File: src/rtl/opnd_split_pkg.sv
package opnd_split_pkg;
   typedef enum logic [1:0] {
      SZ_BYTE = 2'd0,
      SZ_WORD = 2'd1,
      SZ_LONG = 2'd2
   } opsz_e;

   // byte count minus one for a size code
   function automatic logic [1:0] size_last(input logic [1:0] code);
      case (code)
         2'd0:    return 2'd0;
         2'd1:    return 2'd1;
         default: return 2'd3;
      endcase
   endfunction
endpackage

File: src/rtl/opnd_piece_pick.sv
module opnd_piece_pick
   import opnd_split_pkg::*;
(
   input  logic [1:0] lo_addr,
   input  logic [2:0] remain,
   output opsz_e      piece_sz,
   output logic [2:0] piece_len
);
   always_comb begin
      if (remain >= 3'd4 && lo_addr == 2'd0) begin
         piece_sz  = SZ_LONG;
         piece_len = 3'd4;
      end else if (remain >= 3'd2 && !lo_addr[0]) begin
         piece_sz  = SZ_WORD;
         piece_len = 3'd2;
      end else begin
         piece_sz  = SZ_BYTE;
         piece_len = 3'd1;
      end
   end
endmodule

File: src/rtl/opnd_lane_steer.sv
module opnd_lane_steer #(
   parameter int DATA_W = 32
) (
   input  logic [1:0]        lane_start,
   input  logic [2:0]        piece_len,
   input  logic [1:0]        consumed,
   input  logic [1:0]        op_last,
   input  logic [DATA_W-1:0] op_wdata,
   input  logic [DATA_W-1:0] rdata,
   input  logic [DATA_W-1:0] acc_in,
   output logic [DATA_W-1:0] lane_wdata,
   output logic [DATA_W-1:0] acc_out
);
   localparam int LANES = DATA_W / 8;

   logic [LANES-1:0] cov;
   logic [1:0]       pos [LANES];

   for (genvar l = 0; l < LANES; l++) begin : g_lane
      localparam logic [2:0] LN = 3'(l);
      logic [2:0] hi;
      logic [1:0] idx;
      always_comb begin
         hi     = {1'b0, lane_start} + piece_len;
         cov[l] = (LN >= {1'b0, lane_start}) && (LN < hi);
         idx    = consumed + (LN[1:0] - lane_start);
         pos[l] = op_last - idx;
         lane_wdata[DATA_W-1-8*l -: 8] = cov[l] ? op_wdata[8*pos[l] +: 8] : 8'h00;
      end
   end

   always_comb begin
      acc_out = acc_in;
      for (int l = 0; l < LANES; l++) begin
         if (cov[l]) acc_out[8*pos[l] +: 8] = rdata[DATA_W-1-8*l -: 8];
      end
   end
endmodule

File: src/rtl/opnd_fetch_check.sv
module opnd_fetch_check #(
   parameter int ADDR_W = 32
) (
   input  logic              fetch_valid,
   input  logic [ADDR_W-1:0] fetch_addr,
   output logic              fetch_bus_valid,
   output logic [ADDR_W-1:0] fetch_bus_addr,
   output logic              fetch_err
);
   always_comb begin
      fetch_err       = fetch_valid & fetch_addr[0];
      fetch_bus_valid = fetch_valid & ~fetch_addr[0];
      fetch_bus_addr  = fetch_addr;
   end
endmodule

File: src/rtl/opnd_splitter.sv
module opnd_splitter
   import opnd_split_pkg::*;
#(
   parameter int ADDR_W = 32,
   parameter int DATA_W = 32
) (
   input  logic              clk,
   input  logic              rst_n,
   input  logic              req_valid,
   output logic              req_ready,
   input  logic [ADDR_W-1:0] req_addr,
   input  logic [1:0]        req_size,
   input  logic              req_write,
   input  logic [DATA_W-1:0] req_wdata,
   input  logic              req_cache,
   output logic              done,
   output logic [DATA_W-1:0] done_rdata,
   output logic              bus_valid,
   input  logic              bus_ready,
   output logic [ADDR_W-1:0] bus_addr,
   output logic [1:0]        bus_size,
   output logic              bus_write,
   output logic [DATA_W-1:0] bus_wdata,
   output logic              bus_cache,
   input  logic [DATA_W-1:0] bus_rdata,
   input  logic              fetch_valid,
   input  logic [ADDR_W-1:0] fetch_addr,
   output logic              fetch_bus_valid,
   output logic [ADDR_W-1:0] fetch_bus_addr,
   output logic              fetch_err
);
   if (DATA_W != 32) begin : g_bad_data_w
      $error("opnd_splitter: DATA_W must be 32");
   end
   if (ADDR_W < 3) begin : g_bad_addr_w
      $error("opnd_splitter: ADDR_W must be at least 3");
   end

   logic              busy_q;
   logic [ADDR_W-1:0] addr_q;
   logic [1:0]        size_q;
   logic [1:0]        last_q;
   logic [2:0]        rem_q;
   logic [1:0]        cons_q;
   logic              write_q;
   logic              cache_q;
   logic [DATA_W-1:0] wdata_q;
   logic [DATA_W-1:0] acc_q;

   opsz_e             p_sz;
   logic [2:0]        p_len;
   logic [DATA_W-1:0] lane_w;
   logic [DATA_W-1:0] acc_nx;
   logic              final_piece;

   opnd_piece_pick u_pick (
      .lo_addr   (addr_q[1:0]),
      .remain    (rem_q),
      .piece_sz  (p_sz),
      .piece_len (p_len)
   );

   opnd_lane_steer #(.DATA_W(DATA_W)) u_steer (
      .lane_start (addr_q[1:0]),
      .piece_len  (p_len),
      .consumed   (cons_q),
      .op_last    (last_q),
      .op_wdata   (wdata_q),
      .rdata      (bus_rdata),
      .acc_in     (acc_q),
      .lane_wdata (lane_w),
      .acc_out    (acc_nx)
   );

   opnd_fetch_check #(.ADDR_W(ADDR_W)) u_fetch (
      .fetch_valid     (fetch_valid),
      .fetch_addr      (fetch_addr),
      .fetch_bus_valid (fetch_bus_valid),
      .fetch_bus_addr  (fetch_bus_addr),
      .fetch_err       (fetch_err)
   );

   assign final_piece = cache_q || (rem_q == p_len);
   assign req_ready   = ~busy_q;
   assign bus_valid   = busy_q;
   assign bus_addr    = addr_q;
   assign bus_size    = cache_q ? size_q : p_sz;
   assign bus_write   = write_q;
   assign bus_cache   = cache_q;
   assign bus_wdata   = !write_q ? '0 : (cache_q ? wdata_q : lane_w);

   always_ff @(posedge clk) begin
      if (!rst_n) begin
         busy_q     <= 1'b0;
         addr_q     <= '0;
         size_q     <= 2'd0;
         last_q     <= 2'd0;
         rem_q      <= 3'd0;
         cons_q     <= 2'd0;
         write_q    <= 1'b0;
         cache_q    <= 1'b0;
         wdata_q    <= '0;
         acc_q      <= '0;
         done       <= 1'b0;
         done_rdata <= '0;
      end else begin
         done <= 1'b0;
         if (!busy_q && req_valid) begin
            busy_q  <= 1'b1;
            addr_q  <= req_addr;
            size_q  <= req_size;
            last_q  <= size_last(req_size);
            rem_q   <= {1'b0, size_last(req_size)} + 3'd1;
            cons_q  <= 2'd0;
            write_q <= req_write;
            cache_q <= req_cache;
            wdata_q <= req_wdata;
            acc_q   <= '0;
         end else if (busy_q && bus_ready) begin
            if (final_piece) begin
               busy_q     <= 1'b0;
               done       <= 1'b1;
               done_rdata <= write_q ? '0 : (cache_q ? bus_rdata : acc_nx);
            end else begin
               addr_q <= addr_q + ADDR_W'(p_len);
               rem_q  <= rem_q - p_len;
               cons_q <= cons_q + p_len[1:0];
               acc_q  <= acc_nx;
            end
         end
      end
   end
endmodule

File: config.mk
export PLATFORM = sky130hd
export DESIGN_NAME = opnd_splitter
export DESIGN_NICKNAME = d
export VERILOG_FILES = /design/src/rtl/opnd_split_pkg.sv /design/src/rtl/opnd_piece_pick.sv /design/src/rtl/opnd_lane_steer.sv /design/src/rtl/opnd_fetch_check.sv /design/src/rtl/opnd_splitter.sv
export SDC_FILE = /design/constraint.sdc
export NUM_CORES = 1
export LEC_CHECK = 0
export BUFFER_PORTS_ARGS = -buffer_cell sky130_fd_sc_hd__buf_4
export CORE_ASPECT_RATIO = 0.75
export CORE_UTILIZATION = 54
export DETAILED_ROUTE_END_ITERATION = 8
export PLACE_DENSITY = 0.82
export SETUP_SLACK_MARGIN = 0.2
export SLEW_MARGIN = 10
export SYNTH_ARGS = -nofsm -noshare
export SYNTH_HDL_FRONTEND = slang
export SYNTH_SLANG_ARGS = --single-unit
File: constraint.sdc
create_clock -name clk -period 4.61 [get_ports clk]
set_clock_uncertainty 0.05 [all_clocks]
set_input_delay 0.922 -clock clk [delete_from_list [all_inputs] [get_ports clk]]
set_output_delay 0.922 -clock clk [all_outputs]
set_load 0.005 [all_outputs]
* Word-level counts from Yosys, hierarchy flattened
Index checks and enable logic that the tools add are counted.
Storage, ports and cells: output and inout bits 137, flip-flop bits (word level) 141, input port bits 137
Cells by class: equality and inequality tests 3, bitwise gates (word level) 8, reduce and logical (&&, ||, !) cells 20, multiplexer cells 34, add/sub/neg operators 21, order comparisons 9, shift-type cells 12
Operators by type and width (count):
- $mux 32 | 11
- $neg 5->34 | 4
- $shift 8x34->32 const A | 4
- $shiftx 8x34->32 | 4
- $bwmux 32 | 4
- $shiftx 32x6->8 | 4
- $add 32x3->32 | 1
- $mux 8 | 4
- $mux 3 | 4
- $add 2x2->2 | 5
- $mux 2 | 5
- $sub 2x2->2 | 4
- $logic_and 1x1->1 | 7
- $lt 1x3->1 const A | 2
- $lt 2x3->1 const A | 2
- $not 1->1 | 6
- $reduce_and 2->1 | 3
- $mux 1 | 5
- $ge 1x2->1 const A | 2
- $logic_not 2->1 | 2
- $pmux 2 s2 | 1
- $reduce_bool 2->1 | 2
- $sub 1x2->2 const A | 2
- $sub 2x2->2 const A | 2
- other kinds (15) | 17

* Logic depth before layout (Yosys ltp)
depth in word-level cells 16, mapped depth 16

* Modules after synthesis
A second synthesis with hierarchy kept.
Unflattened totals: cells, all modules 1202, area total of the unflattened synthesis 10065.9 µm²
Modules (own cells, without submodules):
- opnd_splitter | cells an instance 787, area an instance 6592.6 µm², seq. area each 2822.7 µm², instances 1
- opnd_lane_steer | cells an instance 375, area an instance 3173.0 µm², seq. area each 0.0 µm², instances 1
- opnd_fetch_check | cells an instance 34, area an instance 256.5 µm², seq. area each 0.0 µm², instances 1
- opnd_piece_pick | cells an instance 6, area an instance 43.8 µm², seq. area each 0.0 µm², instances 1

* Worst setup path after synthesis
No wires, ideal clock.
path kind flip-flop to flip-flop, start register addr_q[0], in the netlist bus_addr[0], end register done_rdata[20], path buffers 2, data arrival time 3938 ps, clock period less this slack 4117 ps, required time 4430 ps, slack 493 ps, stages on the path, launching flop included 14, cells stage by stage dfxtp_1 fa_1 buf_2 inv_1 ha_1 xnor2_1 inv_1 clkbuf_1 ha_1 a21boi_0 and2_1 and4b_1 a2111oi_0 a21oi_1
Between the ends: word-level cells in the longest chain between the ends 16, elaborated cells on any way between the ends 54, those cells by class 17 x add/sub; 7 x order compare; 1 x eq/ne; 8 x shift; 12 x mux; 9 x reduce/logical
Ends and longest elaborated chain:
- start, declared | RTL line opnd_splitter.sv:40 | logic [ADDR_W-1:0] addr_q;
- start signal, assigned | RTL line opnd_splitter.sv:110 | addr_q <= req_addr;
- start signal, assigned | RTL line opnd_splitter.sv:125 | addr_q <= addr_q + ADDR_W'(p_len);
- branches (longest 16 deep; another with $neg 5->34)
- end signal, assigned | RTL line opnd_splitter.sv:123 | done_rdata <= write_q ? '0 : (cache_q ? bus_rdata : acc_nx);
- end, declared | RTL line opnd_splitter.sv:17 | output logic [DATA_W-1:0] done_rdata,
Several ways; the timed one is not identified. A chain may end at the register's enable or synchronous reset.

* Worst setup path in the final report
start register cons_q[0], end output bus_wdata[1]
Between the ends: word-level cells in the longest chain between the ends 6
Ends and longest elaborated chain:
- start, declared | RTL line opnd_splitter.sv:44 | logic [1:0] cons_q;
- start signal, assigned | RTL line opnd_splitter.sv:127 | cons_q <= cons_q + p_len[1:0];
- $add 2x2->2 | RTL line opnd_lane_steer.sv:26 | idx = consumed + (LN[1:0] - lane_start);
- $sub 2x2->2 | RTL line opnd_lane_steer.sv:27 | pos[l] = op_last - idx;
- $shiftx 32x6->8 | RTL line opnd_lane_steer.sv:28 | lane_wdata[DATA_W-1-8*l -: 8] = cov[l] ? op_wdata[8*pos[l] +: 8] : 8'h00;
- $mux 8 | RTL line opnd_lane_steer.sv:28
- $mux 32 (2 in a row) | RTL line opnd_splitter.sv:90 | assign bus_wdata = !write_q ? '0 : (cache_q ? wdata_q : lane_w);
- end, declared | RTL line opnd_splitter.sv:23 | output logic [DATA_W-1:0] bus_wdata,
No other way between the ends.

==> flow_summary.toml <==
[outcome]
status = "completed"

[clock_tree]
cts.sinks = 141
clk_pin_slew_ps = 60
hold_buffers = 0
clock_latency_ps = 430
cts_root_buffer = "clkbuf_16"
max-clock-path-buffers = 2
cts_tree = "built"
cts_made_buffers = 17
htreeDepth = 4

[placement]
gp_congestion = 0.953
placedCellCount = 1663
dp_hpwl_um = 25300
placed_area_mm2 = 0.0114
numPortBuffers = 211
pre_cts_slack_ps = 400

[hold_path]
hold_class = "flop to flop"
worstHoldStart = "done_rdata[22]$_SDFFE_PN0P_"

[logic_synthesis]
ys_seq_area_share_pct = 28.6
postSynthCellCount = 1299
avgSynthCellArea_um2 = 7.59
async_flop_share_pct = 0
synth_edf_count = 0
yosys.area.top_type = "dfxtp_1"
ys_ff_latch = 141
synth_top_flop_cell = "dfxtp_1"
synth_area_mm2 = 0.00986
ys_types = 83
yosys-top-cells-count = "nand2_1 (213), a21oi_1 (148), dfxtp_1 (141)"
netlist.area_leader.share_pct = 28.6
synth_nets = 1467
yosysMostFrequentCell = "nand2_1"
yosys_warnings = 0
synthTopCellsByArea = "dfxtp_1 (29%), nand2_1 (8.1%), a21oi_1 (7.5%), o21ai_0 (5.2%), ha_1 (3.7%)"

[sta]
whs_ps = 402
rsz0062_at_grt = "no"
max_freq_mhz = 232
worst_pin_slew_ps = 912
slew_viol_final = 0
min_period_ps = 4300
setup_ws_ps = 306
relSlewSlack_pct = 39.1
hold_viol = 0
setup-violations-final = 0
finalSetupTns_ps = 0
fin_crit_sh_pct = 93.4

[setup_path]
crit_chain = "inv_1 > fa_1 > buf_4 > ha_1 > nor2_1 > xnor3_1 > buf_4 > inv_1 > a21oi_4 > o21ai_0 > a21oi_1 > buf_4"
timing_worst_setup_path_type = "flop to output pin"
rr_startpoint = "cons_q[0]$_SDFFE_PP0P_"
path_max_fanout = 19
crit_arrival_ps = 3330
path_delay_family = "buffers and inverters"
cp_data_required_time_ps = 3640
crit_slowest_cell = "fa_1"
slowest_delay_ps = 520
worstSetupStartpointType = "flop"
crit_path_end_kind = "output pin"
cp-startpoint = "cons_q[0]$_SDFFE_PP0P_"
path_buf_inv = 5
cp_common_cell = "buf_4"

[global_route]
grt_pass1_wl_um = 56200
gr-total-overflow = 0
grt_max_degree = 70
antenna_found_initial = 0
grt_usage_pct = 38.6
grt_pass1_vias = 10100

[route]
wl_per_cell_um = 21.8
drt_iter0_drc = 1543
wirelength_um = 37000
ant_nets = 0
viasPerCell = 6.63
drc_errors = 0
vias = 11300
firstDrtPassIters = 6

[power_and_ir_drop]
p_total_mw = 4.53
p_leak_nw = 4.90
powerDensity_mw_per_mm2 = 373
peakVddDrop_uv = 261

[die]
ios = 274
die_area_mm2 = 0.0188
die_width_um = 158
initial_core_util_pct = 55.5
rows = 42
core_area_mm2 = 0.0178
fp.dieH_um = 119

[finish]
diodes = 0
design_area_mm2 = 0.0121
stdcell_count = 1700
final_nets = 1613
drive_gt1_share_pct = 22.8
fill_cells = 1482
post-route-util_pct = 68.3
syn_to_final_growth_pct = 23.1

[run]
cap_viol_max_count = 0
==> final timing paths <==
kind	endpoint	slack (ps)	depth (start not counted)
hold reg to reg	done_rdata[22]$_SDFFE_PN0P_	400	2
setup / recovery	bus_wdata[1]	310	12
hold / removal	done_rdata[22]$_SDFFE_PN0P_	400	2
setup reg to reg	done_rdata[12]$_SDFFE_PN0P_	550	14
==> per-layer routing <==
layer	wire (um)	GRT usage [%]
met5	0	0
met4	1440	15.1
met3	5070	11.7
met2	15500	55.6
met1	15000	53.3
==> flip-flops by register name, summed over array words and instances, names as in the netlist, 2 cells and up <==
| signal | count |
|---|---|
| rem_q | 3 |
| wdata_q | 32 |
| done_rdata | 32 |
| last_q | 2 |
| bus_addr | 32 |
| size_q | 2 |
| cons_q | 2 |
| acc_q | 32 |
==> cell usage in the layout (no fill, tap or decap), types with 6 or more instances in the layout <==
cell,n
a2111oi_0,18
a211oi_1,18
a21o_1,17
a21oi_1,146
a221o_1,32
a221oi_1,27
a22oi_1,20
a2bb2oi_1,9
a31oi_1,21
a32oi_1,10
and2_1,6
and3_1,17
buf_4,245
clkbuf_16,17
dfxtp_1,138
ha_1,28
inv_1,30
mux2i_1,24
nand2_1,208
nand2_2,6
nand2b_1,15
nand3_1,39
nand4_1,12
nor2_1,62
nor3_1,20
nor4_1,6
o2111a_1,8
o211a_1,9
o211ai_1,9
o21ai_0,102
xnor2_1,10
==> cell type report <==
cell class,count,area (um2),share of cell area [%]
well taps,242,303,2.50
clock inverters,9,159,1.31
inverters,36,139,1.14
flip-flops and latches,141,2830,23.3
multi-input cells,1004,6400,52.7
clock buffers,23,468,3.86
repair buffers,245,1840,15.2
==> kinds of logic after synthesis <==
group,count (synthesis),share of synthesized area (%)
XOR/XNOR,20,2.41
AND/OR/NAND/NOR,439,21.4
multiplexers,28,2.89
flip-flops,141,28.6
buffers and inverters,154,7.55
adder cells (fa/ha/maj),31,4.09
AO/OA/AOI/OAI,486,33.1
==> worst min-delay path, cell delays in order, from the launching register on <==
cell     delay [ps]
dfxtp_1         330
nand2_1          40
o21ai_0          50
==> power by group <==
group / total (mW) / leakage [nW] / internal (mW) / switching [mW]
logic: 1.67 / 3.44 / 0.613 / 1.06
registers: 1.36 / 1.15 / 1.28 / 0.0767
clock network: 1.50 / 0.302 / 0.938 / 0.560
==> what timing repair did <==
| action | 4_1_cts | 5_1_grt |
|---|---|---|
| gates resized for setup | 7 | 14 |
| setup endpoints to repair | 32 | 33 |
| setup buffers | 1 | 4 |
| pin swaps | 1 | 1 |
(Power assumes the default switching activity.)
